$ cat src/rtl/i2c_tgt_pkg.sv
package i2c_tgt_pkg;

  typedef enum logic [2:0] {
    ST_IDLE,
    ST_ADDR,
    ST_REG,
    ST_WDATA,
    ST_WCRC,
    ST_RDATA,
    ST_RCRC
  } tgt_state_e;

  // One byte through a CRC-8 register, MSB first.
  function automatic logic [7:0] crc8_step(input logic [7:0] seed,
                                           input logic [7:0] data,
                                           input logic [7:0] poly);
    logic [7:0] r;
    logic       fb;
    r = seed;
    for (int i = 7; i >= 0; i--) begin
      fb = r[7] ^ data[i];
      r  = {r[6:0], 1'b0};
      if (fb) r = r ^ poly;
    end
    return r;
  endfunction

endpackage

$ cat src/rtl/i2c_line_sync.sv
module i2c_line_sync #(
  parameter int STAGES = 2
) (
  input  logic clk,
  input  logic rst_n,
  input  logic scl_i,
  input  logic sda_i,
  output logic scl_lvl,
  output logic sda_lvl,
  output logic scl_rise,
  output logic scl_fall,
  output logic start_det,
  output logic stop_det
);

  logic [STAGES-1:0] scl_pipe, sda_pipe;
  logic              scl_prev, sda_prev;

  always_ff @(posedge clk or negedge rst_n) begin
    if (!rst_n) begin
      scl_pipe <= '1;
      sda_pipe <= '1;
      scl_prev <= 1'b1;
      sda_prev <= 1'b1;
    end else begin
      scl_pipe <= {scl_pipe[STAGES-2:0], scl_i};
      sda_pipe <= {sda_pipe[STAGES-2:0], sda_i};
      scl_prev <= scl_pipe[STAGES-1];
      sda_prev <= sda_pipe[STAGES-1];
    end
  end

  assign scl_lvl   = scl_pipe[STAGES-1];
  assign sda_lvl   = sda_pipe[STAGES-1];
  assign scl_rise  = scl_lvl & ~scl_prev;
  assign scl_fall  = ~scl_lvl & scl_prev;
  // SDA edges while SCL stays high mark start and stop.
  assign start_det = scl_lvl & scl_prev & sda_prev & ~sda_lvl;
  assign stop_det  = scl_lvl & scl_prev & ~sda_prev & sda_lvl;

endmodule

$ cat src/rtl/i2c_crc8_acc.sv
module i2c_crc8_acc
  import i2c_tgt_pkg::*;
#(
  parameter logic [7:0] POLY = 8'h07
) (
  input  logic       clk,
  input  logic       rst_n,
  input  logic       clr,
  input  logic       upd,
  input  logic [7:0] din,
  output logic [7:0] acc
);

  logic [7:0] acc_q, acc_d;

  always_comb begin
    acc_d = acc_q;
    if (clr)      acc_d = 8'h00;
    else if (upd) acc_d = crc8_step(acc_q, din, POLY);
  end

  always_ff @(posedge clk or negedge rst_n) begin
    if (!rst_n) acc_q <= 8'h00;
    else        acc_q <= acc_d;
  end

  assign acc = acc_q;

  // the accumulator only moves when told to.
  a_r4_acc_hold: assert property (@(posedge clk) disable iff (!rst_n)
    $past(!clr && !upd) |-> (acc_q == $past(acc_q)));

endmodule

$ cat src/rtl/i2c_crc_regtarget.sv
module i2c_crc_regtarget
  import i2c_tgt_pkg::*;
#(
  parameter int         SYNC_STAGES = 2,
  parameter logic [7:0] CRC_POLY    = 8'h07
) (
  input  logic       clk,
  input  logic       rst_n,
  input  logic       scl_i,
  input  logic       sda_i,
  output logic       sda_oe,
  input  logic [6:0] dev_addr,
  input  logic       crc_en,
  output logic [7:0] reg_addr,
  output logic [7:0] reg_wdata,
  output logic       reg_we,
  input  logic [7:0] reg_rdata
);

  localparam logic [3:0] BIT_LAST = 4'd8;  // falling edge ending the byte
  localparam logic [3:0] ACK_LAST = 4'd9;  // falling edge ending the ack slot

  // Reset release synchronised to clk.
  logic [1:0] rst_pipe;
  logic       rst_int;

  always_ff @(posedge clk or negedge rst_n) begin
    if (!rst_n) rst_pipe <= 2'b00;
    else        rst_pipe <= {rst_pipe[0], 1'b1};
  end
  assign rst_int = rst_pipe[1];

  logic scl_lvl, sda_lvl, scl_rise, scl_fall, start_det, stop_det;

  i2c_line_sync #(.STAGES(SYNC_STAGES)) u_sync (
    .clk       (clk),
    .rst_n     (rst_int),
    .scl_i     (scl_i),
    .sda_i     (sda_i),
    .scl_lvl   (scl_lvl),
    .sda_lvl   (sda_lvl),
    .scl_rise  (scl_rise),
    .scl_fall  (scl_fall),
    .start_det (start_det),
    .stop_det  (stop_det)
  );

  tgt_state_e state_q, state_d;
  logic [3:0] cnt_q, cnt_d;
  logic [7:0] rxsh_q, rxsh_d;
  logic [7:0] txb_q, txb_d;
  logic [7:0] ptr_q, ptr_d;
  logic [7:0] pend_q, pend_d;
  logic [7:0] wd_q, wd_d;
  logic       oe_q, oe_d;
  logic       mack_q, mack_d;
  logic       we_q, we_d;

  logic       crc_clr, crc_upd;
  logic [7:0] crc_din, crc_val;
  logic [7:0] tx_shifted;
  logic       tx_phase;

  i2c_crc8_acc #(.POLY(CRC_POLY)) u_crc (
    .clk   (clk),
    .rst_n (rst_int),
    .clr   (crc_clr),
    .upd   (crc_upd),
    .din   (crc_din),
    .acc   (crc_val)
  );

  assign tx_phase   = (state_q == ST_RDATA) || (state_q == ST_RCRC);
  assign tx_shifted = txb_q << cnt_q[2:0];

  // Next-state logic
  always_comb begin
    state_d = state_q;
    cnt_d   = cnt_q;
    rxsh_d  = rxsh_q;
    txb_d   = txb_q;
    ptr_d   = ptr_q;
    pend_d  = pend_q;
    wd_d    = wd_q;
    oe_d    = oe_q;
    mack_d  = mack_q;
    we_d    = 1'b0;
    crc_clr = 1'b0;
    crc_upd = 1'b0;
    crc_din = rxsh_q;

    // Pointer steps in the cycle the write strobe is out.
    if (we_q) ptr_d = ptr_q + 8'd1;

    if (stop_det) begin
      state_d = ST_IDLE;
      oe_d    = 1'b0;
      crc_clr = 1'b1;
    end else if (start_det) begin
      state_d = ST_ADDR;
      cnt_d   = 4'd0;
      oe_d    = 1'b0;
    end else if (scl_rise && state_q != ST_IDLE) begin
      if (cnt_q < BIT_LAST)       rxsh_d = {rxsh_q[6:0], sda_lvl};
      else if (cnt_q == BIT_LAST) mack_d = ~sda_lvl;
      if (cnt_q != ACK_LAST)      cnt_d  = cnt_q + 4'd1;
    end else if (scl_fall && state_q != ST_IDLE) begin
      if (cnt_q >= 4'd1 && cnt_q < BIT_LAST) begin
        if (tx_phase) oe_d = ~tx_shifted[7];
      end else if (cnt_q == BIT_LAST) begin
        // Byte complete: drive the ack, or release for the controller's ack.
        case (state_q)
          ST_ADDR: begin
            if (rxsh_q[7:1] == dev_addr) begin
              oe_d    = 1'b1;
              crc_upd = 1'b1;
            end
          end
          ST_REG: begin
            oe_d    = 1'b1;
            crc_upd = 1'b1;
            ptr_d   = rxsh_q;
          end
          ST_WDATA: begin
            oe_d = 1'b1;
            if (crc_en) begin
              crc_upd = 1'b1;
              pend_d  = rxsh_q;
            end else begin
              crc_clr = 1'b1;
              we_d    = 1'b1;
              wd_d    = rxsh_q;
            end
          end
          ST_WCRC: begin
            crc_clr = 1'b1;
            if (rxsh_q == crc_val) begin
              oe_d = 1'b1;
              we_d = 1'b1;
              wd_d = pend_q;
            end
          end
          ST_RDATA: begin
            oe_d    = 1'b0;
            crc_din = txb_q;
            crc_upd = 1'b1;
            ptr_d   = ptr_q + 8'd1;
          end
          ST_RCRC: begin
            oe_d    = 1'b0;
            crc_clr = 1'b1;
          end
          default: oe_d = 1'b0;
        endcase
      end else if (cnt_q == ACK_LAST) begin
        cnt_d = 4'd0;
        oe_d  = 1'b0;
        case (state_q)
          ST_ADDR: begin
            if (!oe_q) begin
              state_d = ST_IDLE;
              crc_clr = 1'b1;
            end else if (rxsh_q[0]) begin
              state_d = ST_RDATA;
              txb_d   = reg_rdata;
              oe_d    = ~reg_rdata[7];
            end else begin
              state_d = ST_REG;
            end
          end
          ST_REG:   state_d = ST_WDATA;
          ST_WDATA: state_d = crc_en ? ST_WCRC : ST_WDATA;
          ST_WCRC: begin
            if (oe_q) state_d = ST_WDATA;
            else begin
              state_d = ST_IDLE;
              crc_clr = 1'b1;
            end
          end
          ST_RDATA: begin
            if (!mack_q) begin
              state_d = ST_IDLE;
              crc_clr = 1'b1;
            end else if (crc_en) begin
              state_d = ST_RCRC;
              txb_d   = crc_val;
              oe_d    = ~crc_val[7];
            end else begin
              txb_d = reg_rdata;
              oe_d  = ~reg_rdata[7];
            end
          end
          ST_RCRC: begin
            if (!mack_q) begin
              state_d = ST_IDLE;
              crc_clr = 1'b1;
            end else begin
              state_d = ST_RDATA;
              txb_d   = reg_rdata;
              oe_d    = ~reg_rdata[7];
            end
          end
          default: state_d = ST_IDLE;
        endcase
      end
    end
  end

  // State registers
  always_ff @(posedge clk or negedge rst_int) begin
    if (!rst_int) begin
      state_q <= ST_IDLE;
      cnt_q   <= 4'd0;
      rxsh_q  <= 8'h00;
      txb_q   <= 8'h00;
      ptr_q   <= 8'h00;
      pend_q  <= 8'h00;
      wd_q    <= 8'h00;
      oe_q    <= 1'b0;
      mack_q  <= 1'b0;
      we_q    <= 1'b0;
    end else begin
      state_q <= state_d;
      cnt_q   <= cnt_d;
      rxsh_q  <= rxsh_d;
      txb_q   <= txb_d;
      ptr_q   <= ptr_d;
      pend_q  <= pend_d;
      wd_q    <= wd_d;
      oe_q    <= oe_d;
      mack_q  <= mack_d;
      we_q    <= we_d;
    end
  end

  assign sda_oe    = oe_q;
  assign reg_addr  = ptr_q;
  assign reg_wdata = wd_q;
  assign reg_we    = we_q;

  // the line drive moves only while the synchronised SCL is low.
  a_r10_oe_scl_low: assert property (@(posedge clk) disable iff (!rst_int)
    (oe_q != $past(oe_q)) |-> !$past(scl_lvl));

  // the write strobe is a single-cycle pulse.
  a_r2_we_pulse: assert property (@(posedge clk) disable iff (!rst_int)
    we_q |=> !we_q);

  // the pointer steps by one after each write.
  a_r2_ptr_step: assert property (@(posedge clk) disable iff (!rst_int)
    we_q |=> (ptr_q == $past(ptr_q) + 8'd1));

  // a byte is committed only together with the ack the target drives.
  a_r3_we_acked: assert property (@(posedge clk) disable iff (!rst_int)
    $rose(we_q) |-> oe_q);

  // nothing is driven onto SDA while idle.
  a_r5_idle_quiet: assert property (@(posedge clk) disable iff (!rst_int)
    (state_q == ST_IDLE) |-> !oe_q);

endmodule

$ cat config.mk
export PLATFORM = sky130hd
export DESIGN_NAME = i2c_crc_regtarget
export DESIGN_NICKNAME = d
export VERILOG_FILES = /design/src/rtl/i2c_tgt_pkg.sv /design/src/rtl/i2c_line_sync.sv /design/src/rtl/i2c_crc8_acc.sv /design/src/rtl/i2c_crc_regtarget.sv
export SDC_FILE = /design/constraint.sdc
export NUM_CORES = 1
export LEC_CHECK = 0
export BUFFER_PORTS_ARGS = -buffer_cell sky130_fd_sc_hd__buf_2
export CAP_MARGIN = 20
export CORE_MARGIN = 3
export CORE_UTILIZATION = 38
export DETAILED_ROUTE_END_ITERATION = 10
export MAX_ROUTING_LAYER = met4
export PLACE_DENSITY = 0.59
export SYNTH_ARGS = -nofsm -noshare
export SYNTH_HDL_FRONTEND = slang
export SYNTH_SLANG_ARGS = --single-unit
$ cat constraint.sdc
create_clock -name clk -period 2.2 [get_ports clk]
set_input_delay 0.11 -clock clk [delete_from_list [all_inputs] [get_ports clk]]
set_output_delay 0.11 -clock clk [all_outputs]
set_load 0.01 [all_outputs]
==> qor.yml, run 1 <==
outcome:
  status: "finished with violations"
  violations: "setup timing"
die:
  core_area_um2: 9864
  ios: 38
  die_area_um2: 11450
  initial_core_util: 0.3929
  rows: 36
  die_x_um: 107.0
  die_h_um: 107.0
global_route:
  grt_pass1_wl_um: 16190
  antenna_found_initial: 0
  grt_overflow: 0
  grt_use_total: 0.1870
  grt_start_max_net_pins: 65
  grt_pass1_vias: 3137
finish:
  multi_input_area_um2: 2310
  nFillCells: 903
  n_antenna_cell: 0
  regArea_um2: 1662
  fin_area_um2: 5015
  stdcell_count: 601
  area_growth_pct: 29.37
  drive_above_1_share: 0.3568
  final_nets: 488
  utilization: 0.5084
timing:
  hold_viol_final: 0
  relSlewSlack: 0.6319
  rsz0062_at_grt: "yes"
  hold_ws_ps: 36.10
  finalCritPeriodShare: 1.035
  fin_ws_ps: -76.39
  setup-tns-final_ps: -129.1
  worstMarginPinSlew_ps: 551.3
  fmax_mhz: 439.3
  worst_clock_skew_ps: 16.13
  setup_viol: 4
  drv_slew: 0
  min_period_ps: 2276
setup_path:
  worstPathRequired_ps: 2460
  r2r-start: "cnt_q[1]"
  arrival_ps: 2530
  reg2regPathDepth: 10
  path_max_fanout: 7
  crit_type: "reg2reg"
  r2r_slack_ps: -80
  cp-start-kind: "flip-flop"
  end_kind: "flip-flop"
  reg2reg_to: "u_crc.acc[2]"
synth:
  ys_warn_count: 0
  synth-main-ff-cell: "dfrtp_1"
  synth_area_um2: 3876
  yosysSeqAreaShare: 0.4280
  synthCells: 380
  synth_nets: 405
  yosys.area.top_type: "dfrtp_1"
  ys_types: 50
  synth_commonest_cells: "dfrtp_1 (60), xor2_1 (31), mux2i_1 (29), nand2_1 (29), nor2_1 (26)"
  yosys-top-cells-area: "dfrtp_1 (39%), mux2i_1 (7.5%), xor2_1 (7.0%)"
  syn_area_per_cell_um2: 10.20
  synth_most_common_cell: "dfrtp_1"
  synth_edf_count: 0
  ys_ff_latch: 66
  synth.top_cell.area_share: 0.3873
  async_flop_share: 1.000
cts:
  clk_pin_slew_ps: 80
  numClockSinks: 66
  cts-root-buf: "clkbuf_8"
  htree_levels: 3
  numCtsBuffers: 9
  cts_tree: "yes"
  clkLatencyLatePin_ps: 360
  clockBufferDepth: 2
placement:
  placed_cells: 574
  placed_cell_area_um2: 4509
  port-buffer-count: 37
  place_ws_ps: -109.0
  gp_congestion: 0.8924
  dpl.hpwl_um: 7056
route:
  ant_nets: 0
  wl_per_cell_um: 16.85
  vias_per_cell: 5.321
  firstDrtPassIters: 4
  drt-initial-drc-count: 117
  drcViolationCount: 0
  via_count: 3198
  routed_wl_um: 10130
pwr:
  cellPowerDensity_nw_per_um2: 885.5
  power_mw: 4.441
  leakagePower_nw: 2.274
  ir_drop_uv: 397.0
flow_run:
  drv_cap: 0
hold_path:
  hold_end: "txb_q[0]"
  holdPathStages: 3
  min-delay-start: "reg_rdata[0]"
  hp-class: "in2reg"
## how the worst max path moves through the flow
stage / from / endpoint / slack, ps / cells after the start
after detailed placement: cnt_q[1] / u_crc.acc[2] / -110 / 10
final: cnt_q[1] / u_crc.acc[2] / -80 / 10
after CTS: cnt_q[1] / u_crc.acc[2] / -80 / 10
after global placement: cnt_q[0] / u_crc.acc[2] / -70 / 10
after floorplan: cnt_q[1] / u_crc.acc[2] / -160 / 10
after global routing: cnt_q[1] / u_crc.acc[3] / -190 / 10
## flip-flops by register name (all words and copies together) (netlist names)
| register | flops |
|---|---|
| reg_addr | 8 |
| txb_q | 8 |
| pend_q | 8 |
| cnt_q | 4 |
| sda_oe | 1 |
| u_sync.sda_pipe | 2 |
| rxsh_q | 8 |
| u_sync.scl_pipe | 2 |
| reg_wdata | 8 |
| u_sync.scl_prev | 1 |
| state_q | 3 |
| rst_pipe | 2 |
| u_crc.acc | 8 |
| reg_we | 1 |
| u_sync.sda_prev | 1 |
| mack_q | 1 |
## critical path, stage by stage, from the launching register on
cell     delay [ps]
dfrtp_1         370
inv_2            60
ha_4            150
and3b_1         170
nand4_1         110
buf_6           160
mux2i_4         240
xor2_2          190
xnor3_1         370
xor2_1          150
a22o_1          190
## layout by cell type, fill, tap and decap left out, types with 3 or more instances in the layout
cell type / instances
xnor2_2: 4
clkbuf_8: 9
mux2_2: 17
buf_4: 50
a21oi_1: 18
dlygate4sd3_1: 3
nand3b_1: 5
mux2i_1: 25
mux2i_4: 4
xor2_1: 30
inv_1: 5
o22ai_1: 9
nand2_1: 29
nand3_1: 10
dfrtp_1: 58
o21ai_0: 18
nor2_1: 21
nor2_2: 5
xnor2_1: 11
nor4_2: 3
and3_1: 4
dfstp_2: 6
buf_2: 37
nor2b_1: 4
a22oi_1: 9
a22o_1: 7
nand4_1: 4
nand2b_1: 4
## report_power, final
| group | switching, mW | leakage [nW] | internal (mW) |
|---|---|---|---|
| clock | 0.515 | 0.107 | 0.642 |
| combinational | 0.892 | 1.38 | 0.948 |
| sequential | 0.120 | 0.784 | 1.32 |
| total | 1.53 | 2.27 | 2.91 |
## layout make-up
type / count / area share
multi-input cells: 286 / 0.4606
flip-flops and latches: 66 / 0.3313
clock buffers: 10 / 0.02545
repair buffers: 93 / 0.1262
inverters: 7 / 0.005240
well taps: 133 / 0.03318
clock inverters: 6 / 0.01796
## what timing repair did
action / CTS / global route
gates resized for setup: 5 / 30
buffers inserted: 5 / 4
hold buffers: 3 / 0
pin swaps: 8 / 15
cloned: 0 / 1
endpoints found under the setup margin: 15 / 23
hold endpoints to repair: 4 / 0
## cells by family (layout without fill, tap and decap cells)
group	count (synthesis)	after routing	share of synthesized area
buffers and inverters	29	116	0.03034
AO/OA/AOI/OAI	79	80	0.1343
AND/OR/NAND/NOR	101	101	0.1265
adder cells (fa/ha/maj)	5	5	0.01614
multiplexers	49	49	0.1417
XOR/XNOR	50	50	0.1220
other	1	1	0.0009674
flip-flops	66	66	0.4280
## metal layers
layer | track usage | vias to the layer above | wire length (µm)
li1 | - | 1530 | -
met1 | 0.2550 | 1578 | 4863
met2 | 0.2774 | 73 | 4595
met3 | 0.03672 | 17 | 433
met4 | 0.07032 | 0 | 237
met5 | - | - | 0
(Power assumes the default switching activity.)
==> inputs of run 2 (changes only) <==
--- a/config.mk
+++ b/config.mk
@@ -7,11 +7,12 @@
 export LEC_CHECK = 0
 export BUFFER_PORTS_ARGS = -buffer_cell sky130_fd_sc_hd__buf_2
 export CAP_MARGIN = 20
-export CORE_MARGIN = 3
+export CORE_MARGIN = 2
 export CORE_UTILIZATION = 38
 export DETAILED_ROUTE_END_ITERATION = 10
 export MAX_ROUTING_LAYER = met4
 export PLACE_DENSITY = 0.59
 export SYNTH_ARGS = -nofsm -noshare
 export SYNTH_HDL_FRONTEND = slang
+export SYNTH_HIERARCHICAL = 1
 export SYNTH_SLANG_ARGS = --single-unit
==> qor.yml, run 2 <==
die:
  ios: 38  # unchanged
  rows: 38  # was 36
  die_area_um2: 11800  # was 11,450 µm²
  core_area_um2: 10750  # was 9864 µm²
  die_x_um: 108.7  # was 107.0 µm
  die_h_um: 108.7  # was 107.0 µm
  initial_core_util: 0.3873  # was 0.3929
setup_path:
  max_stage_delay_ps: 550  # was 370 ps
  end_kind: "flip-flop"  # unchanged
  reg2reg_to: "u_crc/acc[2]"  # was u_crc.acc[2]
  crit_slowest_cell: "dfstp_2"  # was dfrtp_1
  path_max_fanout: 3  # was 7
  crit_type: "reg2reg"  # unchanged
  path_common_cell: "nor2_4"
  cp_top_family: "simple AND/OR/NAND/NOR gates"  # was XOR/XNOR gates
  cp-start-kind: "flip-flop"  # unchanged
  crit_buf_inv: 0  # was 2
  arrival_ps: 3070  # was 2530 ps
  r2r_slack_ps: -600  # was -80 ps
  r2r-start: "u_sync/sda_pipe[1]"  # was cnt_q[1]
  worstPathRequired_ps: 2470  # was 2460 ps
  reg2regPathDepth: 9  # was 10
  crit_chain: "and4b_2 > nor2_4 > nand4_4 > nor2_4 > mux2_4 > xor3_1 > xnor3_1 > or3_1 > a21oi_1"  # was inv_2 > ha_4 > and3b_1 > nand4_1 > buf_6 > mux2i_4 > xor2_2 > xnor3_1 > xor2_1 > a22o_1
synth:
  synth_commonest_cells: "dfrtp_1 (60), mux2_2 (58), xnor2_1 (27)"  # was dfrtp_1 (60), xor2_1 (31), mux2i_1 (29), nand2_1 (29), nor2_1 (26)
  synth_edf_count: 0  # unchanged
  yosysSeqAreaShare: 0.3987  # was 0.4280
  synthCells: 390  # was 380
  ys_warn_count: 6  # was 0
  async_flop_share: 1.000  # unchanged
  yosys-top-cells-area: "dfrtp_1 (36%), mux2_2 (16%), xnor2_1 (5.7%)"  # was dfrtp_1 (39%), mux2i_1 (7.5%), xor2_1 (7.0%)
  syn_area_per_cell_um2: 10.67  # was 10.20 µm²
  synth-main-ff-cell: "dfrtp_1"  # unchanged
  ys_ff_latch: 66  # unchanged
  synth_most_common_cell: "dfrtp_1"  # unchanged
  synth_nets: 414  # was 405
  ys_types: 65  # was 50
  synth.top_cell.area_share: 0.3608  # was 0.3873
  synth_area_um2: 4161  # was 3876 µm²
  yosys.area.top_type: "dfrtp_1"  # unchanged
route:
  via_count: 3357  # was 3,198
  drt-initial-drc-count: 186  # was 117
  firstDrtPassIters: 4  # unchanged
  vias_per_cell: 5.371  # was 5.321
  wl_per_cell_um: 18.00  # was 16.85 µm
  drcViolationCount: 0  # unchanged
  ant_nets: 0  # unchanged
  routed_wl_um: 11250  # was 10,130 µm
finish:
  nFillCells: 1024  # was 903
  multi_input_area_um2: 2556  # was 2310 µm²
  layout_common_cells: "dfrtp_1 (58), buf_4 (55), mux2_2 (52)"  # was dfrtp_1 (58), buf_4 (50), buf_2 (37)
  final_common_cell: "dfrtp_1"  # unchanged
  n_antenna_cell: 0  # unchanged
  final_nets: 504  # was 488
  drive_above_1_share: 0.4474  # was 0.3568
  fin_area_um2: 5360  # was 5015 µm²
  area_growth_pct: 28.80  # was 29.37%
  regArea_um2: 1662  # unchanged
  utilization: 0.4988  # was 0.5084
global_route:
  grt_use_total: 0.2089  # was 0.1870
  grt_start_max_net_pins: 65  # unchanged
  grt_overflow: 0  # unchanged
  antenna_found_initial: 0  # unchanged
  grt_pass1_vias: 3367  # was 3,137
  grt_pass1_wl_um: 18010  # was 16,190 µm
placement:
  port-buffer-count: 37  # unchanged
  dpl.hpwl_um: 8359  # was 7056 µm
  placed_cell_area_um2: 5010  # was 4509 µm²
  gp_congestion: 0.9391  # was 0.8924
pwr:
  combinationalPowerShare: 0.506  # was 0.414
  swShare: 0.3707  # was 0.3441
  p_seq_frac: 0.289  # was 0.325
  cellPowerDensity_nw_per_um2: 954.8  # was 885.5 nW/µm²
  p_clk_frac: 0.205  # was 0.261
  internal-power_mw: 3.220  # was 2.913 mW
  leakagePower_nw: 2.431  # was 2.274 nW
  ir_drop_uv: 461.8  # was 397.0 µV
  p_switching_mw: 1.897  # was 1.528 mW
timing:
  fin_ws_ps: -597.0  # was -76.39 ps
  finalCritPeriodShare: 1.271  # was 1.035
  min_period_ps: 2797  # was 2276 ps
  hold_viol_final: 0  # unchanged
  fmax_mhz: 357.5  # was 439.3 MHz
  worst_clock_skew_ps: 14.27  # was 16.13 ps
  setup_viol: 8  # was 4
  drv_slew: 0  # unchanged
  rsz0062_at_grt: "yes"  # unchanged
  setup-tns-final_ps: -3930  # was -129.1 ps
hold_path:
  hp-class: "in2async"  # was in2reg
outcome:
  status: "finished with violations"  # unchanged
  violations: "setup timing"  # unchanged
cts:
  clkLatencyLatePin_ps: 350  # was 360 ps
  clk_pin_slew_ps: 90  # was 80 ps
  htree_levels: 3  # unchanged
  cts_tree: "yes"  # unchanged
  clockBufferDepth: 2  # unchanged
  numCtsBuffers: 9  # unchanged
  numClockSinks: 66  # unchanged
  cts-root-buf: "clkbuf_8"  # unchanged
flow_run:
  drv_cap: 0  # unchanged
## run 2: cell count changes after synthesis, sizes merged, moves of 9 or more
cell	change
xnor2	+12
nand2	-12
mux2i	-27
xor2	-21
mux2	+42
buf	+9
## run 2: what timing repair did
action                                  CTS  global route
resized for setup                         4            21
pin swaps                                 1             9
hold buffers                              3             0
endpoints found under the setup margin   15            34
hold endpoints to repair                  4             0
setup buffers                             1             2
## run 2: layer usage
layer | up-vias | global-route usage | share of wire
met5 | - | - | 0
met3 | 12 | 0.03527 | 0.039
li1 | 1597 | - | -
met2 | 78 | 0.3214 | 0.47
met1 | 1670 | 0.2840 | 0.48
met4 | 0 | 0.06319 | 0.011
## run 2: area by class of cell
type                    count  area share
clock buffers               9     0.02311
inverters                  10    0.007003
flip-flops and latches     66      0.3100
repair buffers            103      0.1373
clock inverters             7     0.01307
multi-input cells         290      0.4769
well taps                 140     0.03268
## run 2: through the flow
| stage | hold WS [ps] | total power, mW | cells | worst slack (ps) |
|---|---|---|---|---|
| 2_1_floorplan | -185.6 | 3.149 | 390 | -730.1 |
| 3_3_place_gp | -105.7 | 3.936 | 604 | -512.6 |
| 3_5_place_dp | -102.8 | 3.960 | 604 | -588.8 |
| 4_1_cts | 49.54 | 5.051 | 624 | -618.9 |
| 5_1_grt | 55.37 | 5.452 | 625 | -702.7 |
| 6_report | 65.43 | 5.118 | 625 | -597.0 |
## run 2: worst max path at each step
stage	from	endpoint	cells after the start
after floorplan	u_sync/sda_pipe[1]	u_crc/acc[2]	10
after global placement	u_sync/sda_pipe[1]	u_crc/acc[2]	10
after detailed placement	u_sync/scl_prev	u_crc/acc[2]	10
after CTS	u_sync/sda_pipe[1]	u_crc/acc[2]	10
after global routing	u_sync/sda_pipe[1]	u_crc/acc[2]	9
final	u_sync/sda_pipe[1]	u_crc/acc[2]	9
## run 2: power groups by stage
stage / Sequential [mW] / Combinational, mW / Clock (mW)
floorplan: 1.45 / 1.69 / 0
global placement: 1.50 / 2.44 / 0
detailed placement: 1.50 / 2.46 / 0
CTS: 1.48 / 2.50 / 1.07
global route: 1.50 / 2.83 / 1.13
finish: 1.48 / 2.59 / 1.05
## run 2: worst reg2reg max path: cells and delay by family (launching register included)
kind	cells	cell delay, ps
AND/OR/NAND/NOR	5	970
XOR/XNOR	2	760
flip-flops	1	550
multiplexers	1	320
AO/OA/AOI/OAI	1	130
## run 2: cells by family (layout without fill, tap and decap cells)
kind of cell / count (synthesis) / count (layout) / synth area share
XOR/XNOR: 45 / 45 / 0.1176
buffers and inverters: 34 / 129 / 0.03518
AND/OR/NAND/NOR: 99 / 99 / 0.1410
AO/OA/AOI/OAI: 77 / 77 / 0.1170
other: 1 / 1 / 0.0009011
multiplexers: 64 / 64 / 0.1777
flip-flops: 66 / 66 / 0.3987
adder cells (fa/ha/maj): 4 / 4 / 0.01203
==> inputs of run 3 (changes only) <==
==> constraint.sdc (replaced) <==
create_clock -name clk -period 3.4 [get_ports clk]
set_input_delay 0.17 -clock clk [delete_from_list [all_inputs] [get_ports clk]]
set_output_delay 0.17 -clock clk [all_outputs]
set_load 0.01 [all_outputs]
==> qor.yml, run 3 (synthesis gave the netlist of run 2 again) <==
outcome:
  status: "finished, final reports clean"  # was finished with violations
finish:
  nFillCells: 1064  # was 1,024
  drive_above_1_share: 0.3387  # was 0.4474
  final_common_cell: "dfrtp_1"  # unchanged
  n_antenna_cell: 0  # unchanged
  layout_common_cells: "dfrtp_1 (59), mux2_2 (58), buf_2 (37)"  # was dfrtp_1 (58), buf_4 (55), mux2_2 (52)
  final_nets: 456  # was 504
  area_growth_pct: 14.88  # was 28.80%
hold_path:
  hp-class: "in2async"  # unchanged
route:
  routed_wl_um: 10160  # was 11,250 µm
  drt-initial-drc-count: 193  # was 186
  drcViolationCount: 0  # unchanged
  via_count: 3177  # was 3,357
  firstDrtPassIters: 4  # unchanged
  wl_per_cell_um: 17.61  # was 18.00 µm
  vias_per_cell: 5.506  # was 5.371
  ant_nets: 0  # unchanged
timing:
  setup-tns-final_ps: 0  # was -3930 ps
  hold_ws_ps: 106.4  # was 65.43 ps
  worstMarginPinSlew_ps: 947.8
  worst_clock_skew_ps: 17.33  # was 14.27 ps
  setup_viol: 0  # was 8
  relSlewSlack: 0.3681
  min_period_ps: 3120  # was 2797 ps
  fmax_mhz: 320.5  # was 357.5 MHz
  drv_slew: 0  # unchanged
  hold_viol_final: 0  # unchanged
  rsz0062_at_grt: "no"  # was yes
  finalCritPeriodShare: 0.9177  # was 1.271
flow_run:
  drv_cap: 0  # unchanged
global_route:
  grt_use_total: 0.1903  # was 0.2089
  grt_overflow: 0  # unchanged
  grt_start_max_net_pins: 43  # was 65
  grt_pass1_vias: 3150  # was 3,367
  grt_pass1_wl_um: 16630  # was 18,010 µm
  antenna_found_initial: 0  # unchanged
die:
  die_x_um: 108.7  # unchanged
  ios: 38  # unchanged
  initial_core_util: 0.3873  # unchanged
  die_area_um2: 11800  # unchanged
  core_area_um2: 10750  # unchanged
  rows: 38  # unchanged
  die_h_um: 108.7  # unchanged
cts:
  clk_pin_slew_ps: 80  # was 90 ps
  htree_levels: 3  # unchanged
  numCtsBuffers: 9  # unchanged
  clkLatencyLatePin_ps: 360  # was 350 ps
  cts-root-buf: "clkbuf_8"  # unchanged
  numClockSinks: 66  # unchanged
  postCtsSetupBuffers: 0  # was 1
  cts_tree: "yes"  # unchanged
  clockBufferDepth: 2  # unchanged
setup_path:
  crit_end: "u_crc/acc[2]"  # unchanged
  crit_slowest_cell: "dfrtp_1"  # was dfstp_2
  crit_buf_inv: 2  # was 0
  startpoint: "cnt_q[1]"  # was u_sync/sda_pipe[1]
  crit_type: "reg2reg"  # unchanged
  cp_top_family: "simple AND/OR/NAND/NOR gates"  # unchanged
  cp-start-kind: "flip-flop"  # unchanged
  reg2reg_to: "u_crc/acc[2]"  # unchanged
  r2r-start: "cnt_q[1]"  # was u_sync/sda_pipe[1]
  max_stage_delay_ps: 430  # was 550 ps
  crit_chain: "inv_1 > ha_1 > and3b_2 > nand4_4 > nor2_1 > buf_4 > mux2_2 > xnor2_1 > xnor3_1 > or3_1 > a21oi_1"  # was and4b_2 > nor2_4 > nand4_4 > nor2_4 > mux2_4 > xor3_1 > xnor3_1 > or3_1 > a21oi_1
  crit_cells: 11  # was 9
  arrival_ps: 3410  # was 3070 ps
  r2r_slack_ps: 280  # was -600 ps
  path_max_fanout: 11  # was 3
  end_kind: "flip-flop"  # unchanged
  worstPathRequired_ps: 3690  # was 2470 ps
  reg2regPathDepth: 11  # was 9
placement:
  dpl.hpwl_um: 7416  # was 8359 µm
  gp_congestion: 0.9823  # was 0.9391
  port-buffer-count: 37  # unchanged
pwr:
  ir_drop_uv: 231.5  # was 461.8 µV
  cellPowerDensity_nw_per_um2: 621.0  # was 954.8 nW/µm²
  leakagePower_nw: 2.128  # was 2.431 nW
## run 3: through the flow
stage                     cells  setup slack, ps  utilization  total power [mW]  cell area [µm²]
after floorplan             390            225.9            -             1.950             4161
after global placement      558            369.3       0.4213             2.217             4527
after detailed placement    558            280.5       0.4213             2.229             4527
after CTS                   577            247.8       0.4446             2.984             4777
after global routing        577            65.13       0.4449             3.162             4781
final                       577            279.9       0.4449             2.969             4781
## run 3: worst min path at each step
stage | start | to | slack (ps) | cells past startpoint
floorplan | rst_n | rst_pipe[0] | -130 | 0
global placement | rst_n | rst_pipe[0] | -50 | 1
detailed placement | rst_n | rst_pipe[0] | -40 | 1
CTS | rst_n | rst_pipe[1] | 90 | 2
global route | rst_n | rst_pipe[1] | 110 | 2
finish | rst_n | rst_pipe[1] | 110 | 2
## run 3: timing repair
item / 4_1_cts / 5_1_grt
endpoints found under the setup margin: 0 / 1
resized for setup: 0 / 2
hold buffers: 3 / 0
hold endpoints to repair: 4 / 0
## run 3: worst reg2reg max path: cells and delay by family (launching register included)
kind | cells | cell delay [ps]
flops | 1 | 430
compound gates | 1 | 140
fa+ha+maj | 1 | 220
simple gates | 4 | 850
xor+xnor | 2 | 700
buf+inv | 2 | 350
mux | 1 | 360
## run 3: layout make-up
class	count	area, µm²	share of cell area
clock inverters	6	92.59	0.01937
multi-input cells	290	2360	0.4936
flip-flops and latches	66	1660	0.3473
inverters	10	37.54	0.007851
clock buffers	10	127.6	0.02669
well taps	140	175.2	0.03664
repair buffers	55	327.8	0.06857
## run 3: per-layer routing
layer  track usage  routed length, µm
met1        0.2495               4684
met2        0.2866               4924
met3       0.03347                334
met4       0.08974                215
met5             -                  0
## run 3: power by group
group          total, mW  internal, mW  switching, mW
Combinational       1.18         0.604          0.579
Clock              0.743         0.415          0.328
Sequential          1.04         0.866          0.176
